<file path="src/rtl/cdt_pkg.sv">
package cdt_pkg;

    // Word indices (byte offset / 4) of the register map
    localparam int unsigned IDX_LOAD_LO = 0;
    localparam int unsigned IDX_LOAD_HI = 1;
    localparam int unsigned IDX_CNT_LO  = 2;
    localparam int unsigned IDX_CNT_HI  = 3;
    localparam int unsigned IDX_CTRL    = 4;
    localparam int unsigned IDX_FLAG    = 6;

    // Control field: bit 2 unmask, bit 1 one-shot, bit 0 run
    typedef struct packed {
        logic unmask;
        logic oneshot;
        logic run;
    } ctrl_t;

endpackage

</file>
<file path="src/rtl/cdt_regs.sv">
module cdt_regs
    import cdt_pkg::*;
#(
    parameter int unsigned DATA_W = 32,
    parameter int unsigned ADDR_W = 5
) (
    input  logic                  clk,
    input  logic                  rst_n,
    input  logic [ADDR_W-1:0]     addr_i,
    input  logic                  we_i,
    input  logic [DATA_W-1:0]     wdata_i,
    input  logic [2*DATA_W-1:0]   count_i,
    input  logic                  flag_i,
    output logic [DATA_W-1:0]     rdata_o,
    output logic [2*DATA_W-1:0]   load_o,
    output ctrl_t                 ctrl_o,
    output logic                  clr_o
);
    localparam int unsigned IDX_W = ADDR_W - 2;
    localparam int unsigned CNT_W = 2 * DATA_W;

    typedef struct packed {
        logic [DATA_W-1:0] load_lo;
        logic [DATA_W-1:0] load_hi;
        ctrl_t             ctrl;
    } regs_t;

    regs_t             reg_d, reg_q;
    logic [IDX_W-1:0]  idx;
    logic [1:0]        unused_addr_lsb;

    assign idx             = addr_i[ADDR_W-1:2];
    assign unused_addr_lsb = addr_i[1:0];

    always_comb begin
        reg_d = reg_q;
        clr_o = 1'b0;
        if (we_i) begin
            if (idx == IDX_W'(IDX_LOAD_LO)) reg_d.load_lo = wdata_i;
            if (idx == IDX_W'(IDX_LOAD_HI)) reg_d.load_hi = wdata_i;
            if (idx == IDX_W'(IDX_CTRL))    reg_d.ctrl    = ctrl_t'(wdata_i[2:0]);
            if (idx == IDX_W'(IDX_FLAG))    clr_o         = wdata_i[0];
        end
    end

    always_comb begin
        rdata_o = '0;
        if (idx == IDX_W'(IDX_LOAD_LO)) rdata_o = reg_q.load_lo;
        if (idx == IDX_W'(IDX_LOAD_HI)) rdata_o = reg_q.load_hi;
        if (idx == IDX_W'(IDX_CNT_LO))  rdata_o = count_i[DATA_W-1:0];
        if (idx == IDX_W'(IDX_CNT_HI))  rdata_o = count_i[CNT_W-1:DATA_W];
        if (idx == IDX_W'(IDX_CTRL))    rdata_o = DATA_W'(reg_q.ctrl);
        if (idx == IDX_W'(IDX_FLAG))    rdata_o = DATA_W'(flag_i);
    end

    always_ff @(posedge clk or negedge rst_n) begin
        if (!rst_n) reg_q <= '0;
        else        reg_q <= reg_d;
    end

    assign load_o = {reg_q.load_hi, reg_q.load_lo};
    assign ctrl_o = reg_q.ctrl;

    // control word keeps what was written to it
    assert_ctrl_write_R2: assert property (@(posedge clk) disable iff (!rst_n)
        (we_i && idx == IDX_W'(IDX_CTRL)) |=> (ctrl_o == ctrl_t'($past(wdata_i[2:0]))));

endmodule

</file>
<file path="src/rtl/cdt_counter.sv">
module cdt_counter #(
    parameter int unsigned CNT_W = 64
) (
    input  logic             clk,
    input  logic             rst_n,
    input  logic             run_i,
    input  logic             oneshot_i,
    input  logic [CNT_W-1:0] load_i,
    output logic [CNT_W-1:0] count_o,
    output logic             expire_o
);
    typedef struct packed {
        logic [CNT_W-1:0] count;
        logic             run_prev;
        logic             parked;
    } cnt_t;

    cnt_t cnt_d, cnt_q;
    logic arm;
    logic at_zero;

    assign arm      = run_i & ~cnt_q.run_prev;
    assign at_zero  = (cnt_q.count == '0);
    assign expire_o = run_i & ~arm & at_zero & ~cnt_q.parked;

    always_comb begin
        cnt_d          = cnt_q;
        cnt_d.run_prev = run_i;
        if (arm) begin
            cnt_d.count  = load_i;
            cnt_d.parked = 1'b0;
        end else if (run_i && !cnt_q.parked) begin
            if (at_zero) begin
                if (oneshot_i) cnt_d.parked = 1'b1;
                else           cnt_d.count  = load_i;
            end else begin
                cnt_d.count = cnt_q.count - 1'b1;
            end
        end
    end

    always_ff @(posedge clk or negedge rst_n) begin
        if (!rst_n) cnt_q <= '0;
        else        cnt_q <= cnt_d;
    end

    assign count_o = cnt_q.count;

    // a start of the run loads the whole start value
    assert_arm_loads_R3: assert property (@(posedge clk) disable iff (!rst_n)
        arm |=> (count_o == $past(load_i)));

    // stopped counter holds its value
    assert_hold_stopped_R4: assert property (@(posedge clk) disable iff (!rst_n)
        !run_i |=> (count_o == $past(count_o)));

    // free-running expiry reloads
    assert_reload_R5: assert property (@(posedge clk) disable iff (!rst_n)
        (expire_o && !oneshot_i) |=> (count_o == $past(load_i)));

    // parked one-shot stays at zero without new expiries
    assert_park_R6: assert property (@(posedge clk) disable iff (!rst_n)
        (cnt_q.parked && !arm) |=> (count_o == '0 && !expire_o));

endmodule

</file>
<file path="src/rtl/cdt_irq.sv">
module cdt_irq (
    input  logic clk,
    input  logic rst_n,
    input  logic expire_i,
    input  logic clr_i,
    input  logic unmask_i,
    output logic flag_o,
    output logic irq_o
);
    typedef struct packed {
        logic flag;
    } irq_t;

    irq_t irq_d, irq_q;

    always_comb begin
        irq_d = irq_q;
        if (expire_i)   irq_d.flag = 1'b1;
        else if (clr_i) irq_d.flag = 1'b0;
    end

    always_ff @(posedge clk or negedge rst_n) begin
        if (!rst_n) irq_q <= '0;
        else        irq_q <= irq_d;
    end

    assign flag_o = irq_q.flag;
    assign irq_o  = irq_q.flag & unmask_i;

    // an expiry always leaves the flag set, even against a clear
    assert_set_wins_R7: assert property (@(posedge clk) disable iff (!rst_n)
        expire_i |=> flag_o);

    // a clear without expiry drops the flag
    assert_clear_R7: assert property (@(posedge clk) disable iff (!rst_n)
        (clr_i && !expire_i) |=> !flag_o);

    // flag is sticky without a clear
    assert_sticky_R7: assert property (@(posedge clk) disable iff (!rst_n)
        (flag_o && !clr_i) |=> flag_o);

endmodule

</file>
<file path="src/rtl/countdown_timer64.sv">
module countdown_timer64
    import cdt_pkg::*;
#(
    parameter int unsigned DATA_W = 32,
    parameter int unsigned ADDR_W = 5
) (
    input  logic              clk,
    input  logic              rst_n,
    input  logic [ADDR_W-1:0] bus_addr,
    input  logic              bus_we,
    input  logic [DATA_W-1:0] bus_wdata,
    output logic [DATA_W-1:0] bus_rdata,
    output logic              irq
);
    localparam int unsigned CNT_W = 2 * DATA_W;

    logic [CNT_W-1:0] load_val;
    logic [CNT_W-1:0] count_val;
    ctrl_t            ctrl;
    logic             clr_pulse;
    logic             expire;
    logic             flag;

    cdt_regs #(.DATA_W(DATA_W), .ADDR_W(ADDR_W)) u_regs (
        .clk     (clk),
        .rst_n   (rst_n),
        .addr_i  (bus_addr),
        .we_i    (bus_we),
        .wdata_i (bus_wdata),
        .count_i (count_val),
        .flag_i  (flag),
        .rdata_o (bus_rdata),
        .load_o  (load_val),
        .ctrl_o  (ctrl),
        .clr_o   (clr_pulse)
    );

    cdt_counter #(.CNT_W(CNT_W)) u_counter (
        .clk       (clk),
        .rst_n     (rst_n),
        .run_i     (ctrl.run),
        .oneshot_i (ctrl.oneshot),
        .load_i    (load_val),
        .count_o   (count_val),
        .expire_o  (expire)
    );

    cdt_irq u_irq (
        .clk      (clk),
        .rst_n    (rst_n),
        .expire_i (expire),
        .clr_i    (clr_pulse),
        .unmask_i (ctrl.unmask),
        .flag_o   (flag),
        .irq_o    (irq)
    );

    // masked expiries still record the flag
    assert_masked_flag_R8: assert property (@(posedge clk) disable iff (!rst_n)
        (expire && !ctrl.unmask) |=> flag);

endmodule

</file>
<file path="config.mk">
export PLATFORM = sky130hd
export DESIGN_NAME = countdown_timer64
export DESIGN_NICKNAME = d
export VERILOG_FILES = /design/src/rtl/cdt_pkg.sv /design/src/rtl/cdt_regs.sv /design/src/rtl/cdt_counter.sv /design/src/rtl/cdt_irq.sv /design/src/rtl/countdown_timer64.sv
export SDC_FILE = /design/constraint.sdc
export NUM_CORES = 1
export LEC_CHECK = 0
export ABC_CLOCK_PERIOD_IN_PS = 4500
export BUFFER_PORTS_ARGS = -buffer_cell sky130_fd_sc_hd__buf_4
export CAP_MARGIN = 10
export CORE_MARGIN = 2
export CORE_UTILIZATION = 49
export CTS_CLUSTER_SIZE = 12
export DETAILED_ROUTE_END_ITERATION = 8
export PLACE_DENSITY = 0.65
export SLEW_MARGIN = 20
export SYNTH_ARGS = -nofsm -noshare
export SYNTH_HDL_FRONTEND = slang
export SYNTH_SLANG_ARGS = --single-unit
</file>
<file path="constraint.sdc">
create_clock -name clk -period 4.5 [get_ports clk]
set_input_delay 0.45 -clock clk [delete_from_list [all_inputs] [get_ports clk]]
set_output_delay 0.45 -clock clk [all_outputs]
set_load 0.005 [all_outputs]
</file>
==> results.toml, run 1 <==
[yosys]
synthCells = 792
ys_seq_area_share_pct = 40.86
synth_edf_count = 0
postSynth.asyncResetShare_pct = 100.0
yosysMostFrequentCell = "dfrtp_1"
synth_commonest_cells = "dfrtp_1 (134), mux2_2 (62), nand2_1 (48), nand3_1 (44)"
synthesis.area_um2 = 8207
synth_top_cell_area_share_pct = 40.86
ys_ff_latch = 134
postSynthAreaPerCell_um2 = 10.36
netlist-cell-type-count = 56
yosys-top-cells-area = "dfrtp_1 (41%), mux4_2 (8.8%), mux2_2 (8.5%), mux2i_1 (4.8%), a2bb2oi_1 (3.7%)"
yosysTopAreaCell = "dfrtp_1"
syn_nets = 834
synth-main-ff-cell = "dfrtp_1"
ys_warn_count = 0

[sta]
skew_ns = 0.008274
fmax_mhz = 253.8
fin_tns_setup_ns = 0
max_slew_margin_pct = 28.17
final_max_slew_viol_count = 0
holdWs_ns = 0.1180
finalCriticalPeriod_ns = 3.940
worst_pin_slew_ns = 1.075
rsz0062_at_grt = "false"
fin_ws_ns = 0.5602
timing.final.hold_violations = 0
setup_violations = 0
final.period_utilization_pct = 87.55

[final_layout]
drive_above_1_share_pct = 27.42
final_cells = 1077
fin_util_pct = 58.58
nets = 886
num_antenna_cells = 0
syn_to_final_growth_pct = 17.53
final_cell_area_um2 = 9646

[critical_path]
worstPathMaxFanout = 43
cp_cell_sequence = "or4_1 -> or3_1 -> or4_1 -> o311a_2 -> buf_12 -> o21ai_0 -> o2bb2ai_1"
worst_ep_required_time_ns = 4.85
endpoint_kind = "register"
cp_num_buf_inv = 1
critical_path_class = "register to register"
crit_path_frequent_cell = "or4_1"
max_stage_delay_ns = 0.75
critical_path.startpoint_type = "register"
slowest_stage = "or4_1"
path_delay_family = "simple AND/OR/NAND/NOR gates"
crit_arrival_ns = 4.29

[clock_tree]
cts_tree = "done"
ctsResizeCount = 0
htree_levels = 4
cts.sinks = 134
clk_path_buf_depth = 2
cts_buffers = 17
root_buffer = "clkbuf_16"
insertion_delay_ns = 0.43
ctsHoldBuffers = 0
post_cts_buffers = 0
clk_pin_slew_ns = 0.06

[routing]
drt-initial-drc-count = 749
vias = 7120
drc = 0
drt-pass1-iter-count = 5
routed_wl_um = 23760
vias_per_cell = 6.611
post_drt_wl_per_cell_um = 22.06
drtAntennaViolNets = 0

[floorplan]
dieHeight_um = 133.4
core_area_um2 = 16470
start_util_pct = 49.84
row_count = 47
dieArea_um2 = 17800
fp.dieW_um = 133.4
ioPinCount = 73

[run_status]
status = "finished clean"

[pwr]
p_total_mw = 5.454
vdd_drop_max_mv = 0.3166
powerDensity_nw_per_um2 = 565.4
p_leak_nw = 3.908

[place]
post_dp_cell_area_um2 = 8976
dp.cells = 1045
dp_hpwl_um = 15470
gp_congestion = 0.9186
dp_slack_ns = 0.6844
io_buffers = 70

[global_route]
grt_pass1_vias = 6915
grt_max_degree = 102
overflow = 0
grt_pass1_wl_um = 38160
grt_use_total_pct = 27.49
antenna_found_initial = 0

[flow_run]
maxCapViolCount = 0

[worst_hold_path]
holdCritPathClass = "input port to async pin"
## cell usage in the layout (no fill, tap or decap), types with 33 or more instances in the layout
cell	n
a21oi_1	38
a2bb2oi_1	35
buf_4	90
dfrtp_1	134
mux2_2	62
mux2i_1	39
nand2_1	48
nand3_1	44
o21ai_0	33
## cell families (layout without fill, tap and decap cells)
kind of cell,count (synthesis),after routing,synth area share (%)
adder cells (fa/ha/maj),2,2,0.3049
flip-flops,134,134,40.86
AND/OR/NAND/NOR,274,274,17.91
AO/OA/AOI/OAI,169,169,14.51
buffers and inverters,80,145,4.360
multiplexers,133,133,22.05
## power breakdown
| part | switching (mW) | total, mW | leakage (nW) | internal, mW |
|---|---|---|---|---|
| clock | 0.542 | 1.59 | 0.329 | 1.05 |
| sequential | 0.593 | 2.22 | 1.59 | 1.63 |
| combinational | 0.760 | 1.64 | 1.99 | 0.884 |
| total | 1.89 | 5.45 | 3.91 | 3.56 |
## area by class of cell
cell class	instances	area [µm²]
fillers	1368	6820
clock buffers	18	439.2
clock inverters	14	230.2
well taps	220	275.3
flip-flops and latches	134	3353
inverters	19	71.32
repair buffers	94	747.0
multi-input cells	578	4529
## final timing paths
| kind | startpoint | to | slack (ns) | cells after the start |
|---|---|---|---|---|
| min in group clk | bus_wdata[10] | u_regs.load_o[10] | 0.23 | 3 |
| worst min register to register | u_counter.count_o[24] | u_counter.count_o[24] | 0.51 | 1 |
| max in group asynchronous | rst_n | u_counter.count_o[37] | 3.37 | 2 |
| worst max register to register | u_counter.count_o[32] | u_counter.count_o[44] | 0.56 | 7 |
| worst min-delay path | rst_n | u_regs.load_o[59] | 0.12 | 1 |
| worst max-delay path | u_counter.count_o[32] | u_counter.count_o[44] | 0.56 | 7 |
## layer usage
layer | vias to the layer above | global-route usage [%] | share of wire [%]
met2 | 345 | 44.64 | 48
li1 | 3146 | - | -
met1 | 3572 | 36.68 | 41
met5 | - | 0 | 0
met4 | 0 | 10.87 | 3.1
met3 | 57 | 5.175 | 7.2
## state kept, by name, indices dropped and copies added (netlist names)
name,flops
u_counter.count_o,64
u_regs.load_o,64
u_regs.ctrl_o,3
u_counter.cnt_q,2
u_irq.flag_o,1
No activity file was read; power rests on OpenSTA's default activity.
==> run 2: changes to the inputs <==
--- a/config.mk
+++ b/config.mk
@@ -8,6 +8,7 @@
 export ABC_CLOCK_PERIOD_IN_PS = 4500
 export BUFFER_PORTS_ARGS = -buffer_cell sky130_fd_sc_hd__buf_4
 export CAP_MARGIN = 10
+export CORE_ASPECT_RATIO = 1.5
 export CORE_MARGIN = 2
 export CORE_UTILIZATION = 49
 export CTS_CLUSTER_SIZE = 12
==> results.toml, run 2 (synthesis gave the netlist of run 1 again) <==
[run_status]
status = "finished clean"

[sta]
max_slew_margin_pct = 35.67
rsz0062_at_grt = "false"
worst_pin_slew_ns = 0.9649
timing.final.hold_violations = 0
final_max_slew_viol_count = 0
fin_tns_setup_ns = 0
finalCriticalPeriod_ns = 3.786
final.period_utilization_pct = 84.13
setup_violations = 0
fmax_mhz = 264.1
skew_ns = 0.007985

[clock_tree]
post_cts_buffers = 0
cts.sinks = 134
ctsResizeCount = 0
cts_tree = "done"
clk_pin_slew_ns = 0.06
ctsHoldBuffers = 0
root_buffer = "clkbuf_16"
clk_path_buf_depth = 2
cts_buffers = 17
htree_levels = 4
insertion_delay_ns = 0.43

[pwr]
powerDensity_nw_per_um2 = 566.4
vdd_drop_max_mv = 0.2608
p_leak_nw = 3.895

[routing]
post_drt_wl_per_cell_um = 22.68
vias_per_cell = 6.670
drt-initial-drc-count = 581
routed_wl_um = 24160
drc = 0
drt-pass1-iter-count = 5
drtAntennaViolNets = 0
vias = 7104

[critical_path]
worst-path-stages = 8
crit_arrival_ns = 4.12
critical_path_class = "register to register"
worstPathMaxFanout = 44
worst_ep_required_time_ns = 4.84
cp_num_buf_inv = 2
path_delay_family = "simple AND/OR/NAND/NOR gates"
regToRegSetupSlack_ns = 0.71
endpoint_kind = "register"
cp-startpoint = "u_counter.count_o[32]"
critical_path.startpoint_type = "register"
r2r-end = "u_counter.count_o[12]"
crit_end = "u_counter.count_o[12]"
slowest_stage = "or4_1"
cp_cell_sequence = "or4_1 -> or3_1 -> or4_1 -> buf_4 -> o311ai_4 -> buf_4 -> nor3_1 -> nor3_1"
max_stage_delay_ns = 0.72
worst_r2r_path_depth = 8
r2r_start = "u_counter.count_o[32]"

[global_route]
antenna_found_initial = 0
grt_use_total_pct = 28.08
grt_pass1_wl_um = 38130
grt_max_degree = 100
grt_pass1_vias = 7146
overflow = 0

[final_layout]
n_fill_cell = 1426
nets = 884
syn_to_final_growth_pct = 17.09
num_antenna_cells = 0
layout_commonest_cell = "dfrtp_1"
mostFrequentLayoutCells = "dfrtp_1 (134), buf_4 (89), mux2_2 (62), nand2_1 (48), nand3_1 (44)"
final_cell_area_um2 = 9609
drive_above_1_share_pct = 27.25
seqCellArea_um2 = 3353
multi_input_area_um2 = 4529

[flow_run]
maxCapViolCount = 0

[place]
post_dp_cell_area_um2 = 8924
gp_congestion = 0.8864
dp_hpwl_um = 15690
io_buffers = 70

[worst_hold_path]
holdCritPathClass = "input port to async pin"

[floorplan]
row_count = 58
core_area_um2 = 16620
dieHeight_um = 162.5
fp.dieW_um = 109.7
start_util_pct = 49.38
ioPinCount = 73
dieArea_um2 = 17820
## run 2: layout make-up
class / instances / share of cell area [%]
clock buffers: 26 / 5.716
clock inverters: 6 / 1.380
inverters: 19 / 0.7422
multi-input cells: 578 / 47.14
flip-flops and latches: 134 / 34.90
well taps: 210 / 2.734
repair buffers: 92 / 7.396
## run 2: how the worst min path moves through the flow
stage | to | slack (ns)
after detailed placement | u_counter.cnt_q[0] | 0.52
after global routing | u_regs.load_o[27] | 0.20
final | u_regs.load_o[27] | 0.13
after CTS | u_regs.ctrl_o[2] | 0.18
after floorplan | u_counter.cnt_q[0] | 0.15
after global placement | u_counter.cnt_q[0] | 0.50
## run 2: metrics by stage
stage / power [mW] / worst slack (ns) / hold WS (ns) / instances / util [%]
floorplan: 3.213 / 1.344 / 0.1544 / 792 / -
global route: 5.703 / 0.5151 / 0.2038 / 1065 / 57.82
global placement: 3.756 / 0.8005 / 0.4954 / 1033 / 53.70
detailed placement: 3.826 / 0.7721 / 0.5188 / 1033 / 53.70
finish: 5.443 / 0.7142 / 0.1295 / 1065 / 57.82
CTS: 5.437 / 0.7292 / 0.1816 / 1065 / 57.80
## run 2: power breakdown
part	total, mW	internal (mW)	switching [mW]
Combinational	1.63	0.871	0.760
Sequential	2.22	1.63	0.593
Clock	1.59	1.06	0.533
Total	5.44	3.56	1.89
## run 2: routing by layer
| metal | GRT usage [%] | part of all wire [%] | vias up |
|---|---|---|---|
| li1 | - | - | 3131 |
| met1 | 33.64 | 37 | 3580 |
| met2 | 48.12 | 53 | 331 |
| met3 | 5.442 | 6.9 | 62 |
| met4 | 12.83 | 3.4 | 0 |
| met5 | 0 | 0 | - |
